$ cat src/rtl/pwr_sleep_pkg.sv
package pwr_sleep_pkg;
    typedef enum logic {ST_ON = 1'b0, ST_OFF = 1'b1} pwr_state_e;

    // Register byte offsets
    localparam int OFS_CTRL = 'h0;
    localparam int OFS_MODE = 'h4;
    localparam int OFS_STAT = 'h8;

    // Shutdown password carried in wdata[31:24]
    localparam logic [7:0] SHDN_KEY = 8'hA5;

    // Pin mode encodings
    localparam logic [2:0] PIN_HIGH = 3'd1;
    localparam logic [2:0] PIN_LOW  = 3'd2;
    localparam logic [2:0] PIN_ANY  = 3'd3;

    // Mode field positions
    localparam int MODE_CNT_LSB = 4;
    localparam int MODE_TMR_BIT = 16;
    localparam int MODE_RTC_BIT = 17;

    // Wake sources: index 0 pin, 1 timer, 2 clock; status bit of each
    localparam int NSRC = 3;
    localparam int SRC_POS [NSRC] = '{0, 16, 17};
endpackage

$ cat src/rtl/wake_debounce.sv
module wake_debounce
    import pwr_sleep_pkg::*;
#(
    parameter int CNT_W = 4
) (
    input  logic             clk,
    input  logic             rst_n,
    input  logic             armed,
    input  logic [2:0]       pin_mode,
    input  logic [CNT_W-1:0] limit,
    input  logic             pin,
    output logic             hit
);
    logic [CNT_W-1:0] cnt_q;
    logic             ref_q;
    logic             cond;

    always_comb begin
        unique case (pin_mode)
            PIN_HIGH: cond = pin;
            PIN_LOW:  cond = !pin;
            PIN_ANY:  cond = pin ^ ref_q;
            default:  cond = 1'b0;
        endcase
    end

    // The reference level follows the pin while powered and freezes once off
    always_ff @(posedge clk or negedge rst_n) begin
        if (!rst_n) begin
            cnt_q <= '0;
            ref_q <= 1'b0;
        end else if (!armed) begin
            cnt_q <= '0;
            ref_q <= pin;
        end else if (!cond) begin
            cnt_q <= '0;
        end else if (cnt_q < limit) begin
            cnt_q <= cnt_q + 1'b1;
        end
    end

    assign hit = armed && cond && (cnt_q >= limit);
endmodule

$ cat src/rtl/sleep_regs.sv
module sleep_regs
    import pwr_sleep_pkg::*;
#(
    parameter int DATA_W = 32,
    parameter int ADDR_W = 4,
    parameter int CNT_W  = 4
) (
    input  logic              clk,
    input  logic              rst_n,
    input  logic              wr_en,
    input  logic              rd_en,
    input  logic [ADDR_W-1:0] addr,
    input  logic [DATA_W-1:0] wdata,
    input  logic [NSRC-1:0]   src_set,
    output logic [DATA_W-1:0] rdata,
    output logic [2:0]        pin_mode,
    output logic [CNT_W-1:0]  pin_limit,
    output logic              tmr_en,
    output logic              rtc_en,
    output logic [DATA_W-1:0] stat_word
);
    localparam logic [DATA_W-1:0] MODE_MASK =
        DATA_W'(3'b111) | (DATA_W'({CNT_W{1'b1}}) << MODE_CNT_LSB) |
        (DATA_W'(1) << MODE_TMR_BIT) | (DATA_W'(1) << MODE_RTC_BIT);

    logic [DATA_W-1:0] mode_q;
    logic [NSRC-1:0]   stat_q;
    logic              stat_rd;

    assign stat_rd = rd_en && (addr == ADDR_W'(OFS_STAT));

    always_ff @(posedge clk or negedge rst_n) begin
        if (!rst_n)
            mode_q <= '0;
        else if (wr_en && addr == ADDR_W'(OFS_MODE))
            mode_q <= wdata & MODE_MASK;
    end

    // A new wake wins over a clearing read in the same cycle
    for (genvar i = 0; i < NSRC; i++) begin : g_src
        always_ff @(posedge clk or negedge rst_n) begin
            if (!rst_n)
                stat_q[i] <= 1'b0;
            else if (src_set[i])
                stat_q[i] <= 1'b1;
            else if (stat_rd)
                stat_q[i] <= 1'b0;
        end
    end

    always_comb begin
        stat_word = '0;
        for (int i = 0; i < NSRC; i++)
            stat_word[SRC_POS[i]] = stat_q[i];
    end

    always_comb begin
        rdata = '0;
        if (rd_en) begin
            if (addr == ADDR_W'(OFS_MODE))
                rdata = mode_q;
            else if (addr == ADDR_W'(OFS_STAT))
                rdata = stat_word;
        end
    end

    assign pin_mode  = mode_q[2:0];
    assign pin_limit = mode_q[MODE_CNT_LSB +: CNT_W];
    assign tmr_en    = mode_q[MODE_TMR_BIT];
    assign rtc_en    = mode_q[MODE_RTC_BIT];
endmodule

$ cat src/rtl/sleep_fsm.sv
module sleep_fsm
    import pwr_sleep_pkg::*;
(
    input  logic            clk,
    input  logic            rst_n,
    input  logic            shutdown_cmd,
    input  logic            pin_hit,
    input  logic            tmr_wake,
    input  logic            rtc_wake,
    output logic            pwr_en,
    output logic            off,
    output logic [NSRC-1:0] src_set
);
    pwr_state_e state_q, state_d;
    logic       any_wake;

    assign any_wake = pin_hit || tmr_wake || rtc_wake;

    always_comb begin
        state_d = state_q;
        unique case (state_q)
            ST_ON:  if (shutdown_cmd) state_d = ST_OFF;   // T_SHUTDOWN
            ST_OFF: if (any_wake)     state_d = ST_ON;    // T_WAKE
            default: state_d = ST_ON;
        endcase
    end

    always_ff @(posedge clk or negedge rst_n) begin
        if (!rst_n) state_q <= ST_ON;
        else        state_q <= state_d;
    end

    always_comb begin
        pwr_en  = 1'b1;
        off     = 1'b0;
        src_set = '0;
        unique case (state_q)
            ST_ON: ;
            ST_OFF: begin
                pwr_en  = 1'b0;
                off     = 1'b1;
                src_set = {rtc_wake, tmr_wake, pin_hit};
            end
            default: ;
        endcase
    end
endmodule

$ cat src/rtl/pwr_sleep_ctrl.sv
module pwr_sleep_ctrl
    import pwr_sleep_pkg::*;
#(
    parameter int DATA_W = 32,
    parameter int ADDR_W = 4,
    parameter int CNT_W  = 4
) (
    input  logic              clk,
    input  logic              rst_n,
    input  logic              wr_en,
    input  logic              rd_en,
    input  logic [ADDR_W-1:0] addr,
    input  logic [DATA_W-1:0] wdata,
    output logic [DATA_W-1:0] rdata,
    input  logic              wake_pin,
    input  logic              timer_req,
    input  logic              rtc_req,
    output logic              pwr_en
);
    logic [2:0]        pin_mode;
    logic [CNT_W-1:0]  pin_limit;
    logic              tmr_en, rtc_en;
    logic [DATA_W-1:0] stat_word;
    logic [NSRC-1:0]   src_set;
    logic              off, pin_hit, shutdown_cmd;

    assign shutdown_cmd = wr_en && (addr == ADDR_W'(OFS_CTRL)) && wdata[0] &&
                          (wdata[DATA_W-1 -: 8] == SHDN_KEY);

    sleep_regs #(.DATA_W(DATA_W), .ADDR_W(ADDR_W), .CNT_W(CNT_W)) u_regs (
        .clk(clk), .rst_n(rst_n), .wr_en(wr_en), .rd_en(rd_en), .addr(addr),
        .wdata(wdata), .src_set(src_set), .rdata(rdata), .pin_mode(pin_mode),
        .pin_limit(pin_limit), .tmr_en(tmr_en), .rtc_en(rtc_en),
        .stat_word(stat_word)
    );

    wake_debounce #(.CNT_W(CNT_W)) u_deb (
        .clk(clk), .rst_n(rst_n), .armed(off), .pin_mode(pin_mode),
        .limit(pin_limit), .pin(wake_pin), .hit(pin_hit)
    );

    sleep_fsm u_fsm (
        .clk(clk), .rst_n(rst_n), .shutdown_cmd(shutdown_cmd),
        .pin_hit(pin_hit), .tmr_wake(timer_req && tmr_en),
        .rtc_wake(rtc_req && rtc_en), .pwr_en(pwr_en), .off(off),
        .src_set(src_set)
    );
endmodule

$ cat config.mk
export PLATFORM = sky130hd
export DESIGN_NAME = pwr_sleep_ctrl
export DESIGN_NICKNAME = d
export VERILOG_FILES = /design/src/rtl/pwr_sleep_pkg.sv /design/src/rtl/wake_debounce.sv /design/src/rtl/sleep_regs.sv /design/src/rtl/sleep_fsm.sv /design/src/rtl/pwr_sleep_ctrl.sv
export SDC_FILE = /design/constraint.sdc
export NUM_CORES = 1
export LEC_CHECK = 0
export CAP_MARGIN = 15
export CORE_MARGIN = 2
export CORE_UTILIZATION = 40
export DETAILED_ROUTE_END_ITERATION = 7
export DONT_BUFFER_PORTS = 1
export MAX_ROUTING_LAYER = met4
export PLACE_DENSITY = 0.57
export SYNTH_ARGS = -nofsm -noshare
export SYNTH_HDL_FRONTEND = slang
export SYNTH_SLANG_ARGS = --single-unit
$ cat constraint.sdc
create_clock -name clk -period 1.7 [get_ports clk]
set_input_delay 0.34 -clock clk [delete_from_list [all_inputs] [get_ports clk]]
set_output_delay 0.34 -clock clk [all_outputs]
set_load 0.02 [all_outputs]
==> impl.org, run 1 <==
** Outcome
- Outcome :: finished, violations left
- Failing checks :: design-rule violations, negative setup slack

** CTS
- H-tree level count :: 1
- Clock-pin slew was measured on the worst setup and hold paths at 0.10 ns.
- Clock tree synthesis selected as its root buffer the cell sky130_fd_sc_hd__clkbuf_4.
- Bufs on Longest Clock Path :: 2
- Clock sink count :: 18
- At the later pin of the worst-skew pair, clock insertion delay measures 0.30 ns.
- Number of buffers added by the clock tree synthesis step :: 3
- TritonCTS built the clock tree.

** Synth
- After synthesis the cells add up to 1200 um2.
- The cell count after synthesis came out at 119.
- The synthesized design contains 0 enable-type register cells.
- Largest cells by area after synthesis :: sky130_fd_sc_hd__dfrtp_1, sky130_fd_sc_hd__buf_4, sky130_fd_sc_hd__mux2_2
- For this run, asynchronously set or reset flops after synthesis account for 100%.
- Syn Area/Cell :: 10.1 um2
- The Yosys step of the flow raised 0 warnings.
- The most used flip-flop cell after synthesis is sky130_fd_sc_hd__dfrtp_1.
- Yosys cell types :: 30
- Dominant cell type by area after synthesis :: sky130_fd_sc_hd__dfrtp_1
- Post-synth top area share :: 37.6%
- Register area share after synthesis :: 37.6%
- Number of synthesized register bits :: 18

** Timing
- Across all setup checks in the final design, the least slack found is -0.00109 ns.
- The count of final hold-check violations was 0.
- Setup violations remaining at the end of the flow were counted as 1.
- RSZ-0062 raised after global routing :: yes
- Remaining max-slew budget at the tightest pin :: 46.5%
- At the pin with the least slew margin, the transition time is 0.800 ns.
- Max-slew violation count :: 0
- After layout, the minimum clock period comes to 1.70 ns.
- Across all hold checks on the routed design, the worst slack comes to 0.182 ns.
- Period Utilization, post-route :: 100%
- Maximum clock frequency :: 588 MHz
- Sum Neg Setup Slack :: -0.00109 ns
- The clock arrives with 0.00755 ns of skew.

** Route
- In the final routed layout, each cell accounts on average for 14.2 um.
- The first routing iteration left 24 violations.
- The first detailed-routing pass took 6 iterations.
- The final route contains 870 vias.
- Number of remaining DRC errors :: 7
- The count of nets left with antenna violations once routing finished came out at 0.
- For this block, the routed nets add up to 2.37 mm of wire.
- After detailed routing, the number of vias per cell comes to 5.21.

** Worst setup path
- The worst register-to-register path begins at u_regs.mode_q[5]$_DFFE_PN0P_.
- The worst setup path is launched from a flip-flop.
- Class of the most critical setup path :: reg2reg
- Of all nets on the critical path, the largest fanout is 4.
- The most critical setup path has its startpoint at u_regs.mode_q[5]$_DFFE_PN0P_.
- Reg2reg end :: u_deb.cnt_q[2]$_DFFE_PN0P_
- Reg-to-reg slack, setup :: -0.001 ns
- The worst setup path is captured at a flip-flop.
- Counting cells, the worst reg-to-reg path comes to 6.
- For the worst setup path, the data arrival time is 1.93 ns.
- The most critical setup path has its endpoint at u_deb.cnt_q[2]$_DFFE_PN0P_.
- Data on the critical path is required at its endpoint by 1.93 ns.

** Die
- Horizontal die dimension :: 58.7 um
- Die boundary height :: 58.7 um
- During I/O placement, the number of pins put on the boundary was 76.
- After floorplanning, the core was divided into 19 placement rows.
- The floorplan step defined a die boundary enclosing 3450 um2.
- Initial cell density of the core :: 42.7%
- The core region is 2810 um2.

** Layout
- Relative to the synthesized area, the layout overhead comes to 15.0%.
- Cells with a size suffix above 1 make up 30.9% of the layout.
- Antenna Diode Count :: 0
- Most common cell after layout, fill and taps aside :: sky130_fd_sc_hd__conb_1
- At the end of the flow, the number of nets in the layout was 185.
- The top cell types in the final layout, fill and taps aside, are sky130_fd_sc_hd__conb_1, sky130_fd_sc_hd__dfrtp_1, sky130_fd_sc_hd__buf_4.
- Summing all non-filler instances in the final layout gives an area of 1380 um2.

** GRT
- For this run the aggregate overflow at the end of global routing stands at 0.
- The via count of the first global-routing pass was 824.
- Number of antenna violations at the first check in global routing :: 0
- Global-route wire length before repair :: 3.49 mm
- Entering global routing, the biggest net connects 19 pins.
- Total track usage :: 13.9%

** Place
- Detailed placement finished with a half-perimeter wire length of 1.75 mm.
- Port buffering added 0 buffers.
- Cell area after placement :: 1210 um2
- Timing analysis after detailed placement gives a worst setup slack of -0.0662 ns.
- The congestion estimate from routability-driven global placement came to 0.819.

** Pwr
- Power density over the cells :: 849 nW/um2
- In this run the static leakage power is 0.656 nW.
- Overall power consumption :: 1.17 mW
- Across the VDD grid, the largest voltage drop is 0.000469 V.

** Min path
- The tightest min-delay check is of the in2reg type.

** Flow run
- Across the run, the number of max-cap violations was 0.
-- worst max-delay path: stages, from the launching register on --
cell and delay (ns):
sky130_fd_sc_hd__dfrtp_1 0.40, sky130_fd_sc_hd__inv_2 0.07, sky130_fd_sc_hd__ha_4 0.20, sky130_fd_sc_hd__nor2b_4 0.13, sky130_fd_sc_hd__o211a_4 0.24, sky130_fd_sc_hd__or4_4 0.48
sky130_fd_sc_hd__a21oi_2 0.12
-- metal layers --
layer  share of wire [%]  GRT usage (%)
met1                  40           15.6
met2                  50           23.6
met3                 9.3           4.62
met4                0.34           3.90
met5                   0              -
-- state kept, by name, indices dropped and copies added, names as in the netlist --
signal            flops
u_deb.cnt_q           4
u_deb.ref_q           1
u_fsm.state_q         1
u_regs.mode_q         9
u_regs.stat_word      3
-- through the flow --
step / std cells / util (%)
floorplan: 141 / -
global placement: 157 / 43.1
detailed placement: 157 / 43.1
CTS: 164 / 45.3
global route: 167 / 49.1
finish: 167 / 49.1
-- final cells by class --
| cell class | count | area [um2] |
|---|---|---|
| Tap cell | 31 | 38.8 |
| Multi-Input combinational cell | 93 | 714 |
| Sequential cell | 18 | 450 |
| Timing Repair Buffer | 15 | 115 |
| Inverter | 6 | 22.5 |
| Fill cell | 269 | 1430 |
| Clock buffer | 4 | 36.3 |
-- logic make-up (layout without fill, tap and decap cells) --
kind of cell	Yosys count	count (layout)	synth area share, %
DFF	18	18	37.6
adders and majority gates	5	5	5.22
other	1	23	0.313
AOI/OAI and AO/OA	23	23	14.6
buffers and inverters	30	25	16.6
and+or+nand+nor	32	32	16.2
muxes	10	10	9.40
-- cell usage after synthesis (4+ instances only) --
cell type / number
sky130_fd_sc_hd__buf_4: 23
sky130_fd_sc_hd__dfrtp_1: 18
sky130_fd_sc_hd__mux2_2: 10
sky130_fd_sc_hd__and2_1: 6
sky130_fd_sc_hd__inv_1: 6
sky130_fd_sc_hd__a21oi_1: 5
sky130_fd_sc_hd__ha_1: 5
sky130_fd_sc_hd__nand3_1: 5
sky130_fd_sc_hd__nand2_1: 4
sky130_fd_sc_hd__nor3_1: 4
sky130_fd_sc_hd__o21ai_0: 4
-- how the worst min path moves through the flow --
stage | from | end | cells past startpoint
after floorplan | rst_n | u_deb.cnt_q[0]$_DFFE_PN0P_ | 0
after global placement | rst_n | u_regs.mode_q[16]$_DFFE_PN0P_ | 0
after detailed placement | rst_n | u_regs.mode_q[16]$_DFFE_PN0P_ | 0
after CTS | wdata[1] | u_regs.mode_q[1]$_DFFE_PN0P_ | 1
after global routing | wdata[1] | u_regs.mode_q[1]$_DFFE_PN0P_ | 1
final | wdata[1] | u_regs.mode_q[1]$_DFFE_PN0P_ | 1
-- power breakdown --
part | switching (mW) | internal, mW
registers | 0.0537 | 0.495
clock network | 0.133 | 0.131
logic | 0.165 | 0.192
total | 0.352 | 0.817
-- repair_timing --
action,in CTS,in global routing
resized for setup,0,15
setup buffers,2,3
hold buffers,1,0
endpoints found under the hold margin,18,0
setup endpoints to repair,4,5
pin swaps,0,4
Power figures use the tool's default switching activity.
==> inputs of run 2 (changes only) <==
Settings changed: CAP_MARGIN 15 to unset, CTS_BUF_LIST set to sky130_fd_sc_hd__clkbuf_2.
==> impl.org, run 2 (synthesis results as in run 1) <==
** Route
- The total number of vias came to 877 (+0.80%).
- The wire length on met2 came to 1.18 mm (+0.17%).
- Post-route ant nets :: 0 (unchanged)
- Metal3 WL :: 210 um (-4.5%)
- The DRC marker count from the first detailed-route iteration was 25 (+4.2%).
- Max layer used :: met4
- Number of detailed-route iterations in the first pass :: 6 (unchanged)
- The routed wire length is 2.36 mm (about the same).
- Wire length on met1 :: 954 um (-0.10%)
- Number of remaining DRC errors :: 7 (unchanged)
- Via-to-Cell Ratio :: 5.25 (+0.80%)
- The mean routed wirelength per cell is 14.1 um (about the same).

** Timing
- Period Utilization, post-route :: 99.7% (-0.40 points)
- The setup violation total in the final timing report was 0 (-1).
- Slew of the pin with the lowest slew margin :: 0.812 ns (+0.0118 ns)
- Setup repair after global routing could not meet its margin everywhere.
- The maximum clock frequency came to 590 MHz (+0.40%).
- The final clock skew came to 0.00407 ns (-0.00347 ns).
- The worst relative slew slack came to 45.7% (-0.79 points).
- Max-slew violation count :: 0 (unchanged)
- Minimum clock period after layout :: 1.69 ns (-0.00676 ns)
- Final number of hold-violating endpoints :: 0 (unchanged)
- Sum Neg Setup Slack :: 0 ns (+0.00109 ns)

** GRT
- The via count of the first global-routing pass was 838 (+1.7%).
- The remaining global-route overflow came to 0 (unchanged).
- Global-route wire length before repair :: 3.46 mm (-0.80%)
- Pin count of the biggest net entering global routing :: 19 (unchanged)
- Total track usage :: 13.8% (-0.095 points)
- The number of antenna violations at the first check in global routing was 0 (unchanged).

** Worst setup path
- Max stage delay on crit path :: 0.48 ns (about the same)
- The required arrival time at the worst endpoint came to 1.94 ns (about the same).
- The signal on the critical path passes through inv_2, ha_4, nor2b_4, o211a_4, or4_4, a21oi_2.
- The largest fanout on the critical path was 4 (unchanged).
- STA classifies the critical path startpoint as a flip-flop.
- CP max stage cell :: sky130_fd_sc_hd__or4_4
- The worst endpoint data arrival time came to 1.94 ns (about the same).
- Broken down by cell family, the worst path's largest delay share belongs to simple AND/OR/NAND/NOR gates.
- Worst setup EP type :: flip-flop
- The worst setup path is of the reg2reg kind.
- Count of buffering cells on the critical path with inverters included :: 1 (unchanged)

** Place
- Input/output buffers :: 0 (unchanged)
- The weighted congestion reported at the end of routability-driven placement was 0.819 (unchanged).
- Placed Cells incl. Taps :: 157 (unchanged)
- The detailed-placement wirelength estimate came to 1.75 mm (unchanged).

** Die
- The die boundary width was 58.7 um (unchanged).
- The cell row count is 19 (unchanged).
- Initial cell density of the core :: 42.7% (unchanged)
- The number of top-level pins was 76 (unchanged).
- Area enclosed by the die boundary :: 3450 um2 (unchanged)
- Die boundary height :: 58.7 um (unchanged)
- Area of the core region :: 2810 um2 (unchanged)

** Layout
- The final net count is 185 (unchanged).
- The flip-flop count of the largest register after layout came to 9 (unchanged).
- Commonest cells after routing, fill and taps aside :: sky130_fd_sc_hd__conb_1, sky130_fd_sc_hd__dfrtp_1, sky130_fd_sc_hd__buf_4
- The fraction of final layout cells with drive strength greater than 1 was 30.1% (-0.74 points).
- Compared with the post-synthesis result, the final layout area differs by 13.6%.
- Register containing the most flip-flops in the final layout :: u_regs.mode_q
- The final instance count without filler cells is 167 (unchanged).
- The count of inserted antenna diode cells came to 0 (unchanged).
- Most common cell after layout, fill and taps aside :: sky130_fd_sc_hd__conb_1

** CTS
- The clock insertion delay at the later pin of the skew report is 0.29 ns (about the same).
- Clock-pin slew on the worst setup and hold paths :: 0.16 ns (+0.06 ns)
- The total number of clock tree sinks came to 18 (unchanged).
- Bufs on Longest Clock Path :: 2 (unchanged)
- The CTS buffer count is 3 (unchanged).
- TritonCTS built the clock tree.
- Clock root buffer :: sky130_fd_sc_hd__clkbuf_2
- The total number of H-tree levels is 1 (unchanged).

** Outcome
- The run finished, with violations left.
- The final reports fail on design-rule violations.

** Pwr
- The final total power came to 1.08 mW (-7.4%).
- The internal power is 738 uW (-9.7%).
- The combinational group share of total power was 33.0% (+2.5 points).
- Worst VDD drop :: 0.000416 V (-11%)
- The power share of the clock group was 16.4% (-6.2 points).
- Reported leakage power :: 0.649 nW (-1.1%)
- The switching fraction of total power was 31.9% (+1.8 points).
- The sequential group share of total power is 50.6% (+3.7 points).
- The power per standard cell area was 796 nW/um2 (-6.2%).
- The net switching power came to 345 uW (-1.9%).

** Flow run
- # Max-Cap Violations :: 0 (unchanged)

** Min path
- The path class of the tightest hold or removal check is in2reg.
-- run 2: cell count changes in the layout (fill, tap and decap cells not counted), sizes merged --
| cell | change |
|---|---|
| clkbuf | -1 |
| clkinv | +1 |
-- run 2: area by class of cell --
cell class / instances / area [um2]
clock buffers: 3 / 15.0
clock inverters: 1 / 3.75
fillers: 270 / 1450
inverters: 6 / 22.5
multi-input cells: 93 / 714
flip-flops and latches: 18 / 450
well taps: 31 / 38.8
repair buffers: 15 / 115
-- run 2: routing by layer --
metal / global-route usage, % / vias up
li1: - / 420
met5: - / -
met2: 23.4 / 41
met4: 4.55 / 0
met3: 4.84 / 2
met1: 15.0 / 414
-- run 2: repair_timing --
| action | in CTS | in global routing |
|---|---|---|
| hold buffers | 1 | 0 |
| hold endpoints to repair | 18 | 0 |
| endpoints found under the setup margin | 4 | 5 |
| gates resized for setup | 0 | 15 |
| setup buffers | 2 | 3 |
| pin swaps | 0 | 4 |
-- run 2: final timing paths --
path	startpoint	to	depth (start not counted)	slack (ns)
max	u_regs.mode_q[5]$_DFFE_PN0P_	u_deb.cnt_q[2]$_DFFE_PN0P_	6	0.006
min	wdata[2]	u_regs.mode_q[2]$_DFFE_PN0P_	1	0.18
max reg2reg	u_regs.mode_q[5]$_DFFE_PN0P_	u_deb.cnt_q[2]$_DFFE_PN0P_	6	0.006
min reg2reg	u_regs.stat_word[0]$_DFFE_PN0P_	u_regs.stat_word[0]$_DFFE_PN0P_	1	0.50
max in group asynchronous	rst_n	u_deb.cnt_q[0]$_DFFE_PN0P_	1	0.65
min in group asynchronous	rst_n	u_regs.mode_q[16]$_DFFE_PN0P_	1	0.55
-- run 2: power groups by stage --
stage / clock network, mW / logic, mW / registers, mW
floorplan: 0 / 0.253 / 0.539
global placement: 0 / 0.248 / 0.551
detailed placement: 0 / 0.256 / 0.554
CTS: 0.193 / 0.282 / 0.544
global route: 0.212 / 0.390 / 0.559
finish: 0.177 / 0.358 / 0.548
-- run 2: metrics by stage --
stage	area, um2	setup slack (ns)	util [%]	hold WS (ns)
global placement	1210	-0.0358	43.1	0.0449
finish	1360	0.00566	48.5	0.177
CTS	1250	-0.0788	44.7	0.156
floorplan	1280	-0.00787	-	0.0444
global route	1360	-0.0762	48.5	0.126
detailed placement	1210	-0.0662	43.1	0.0448
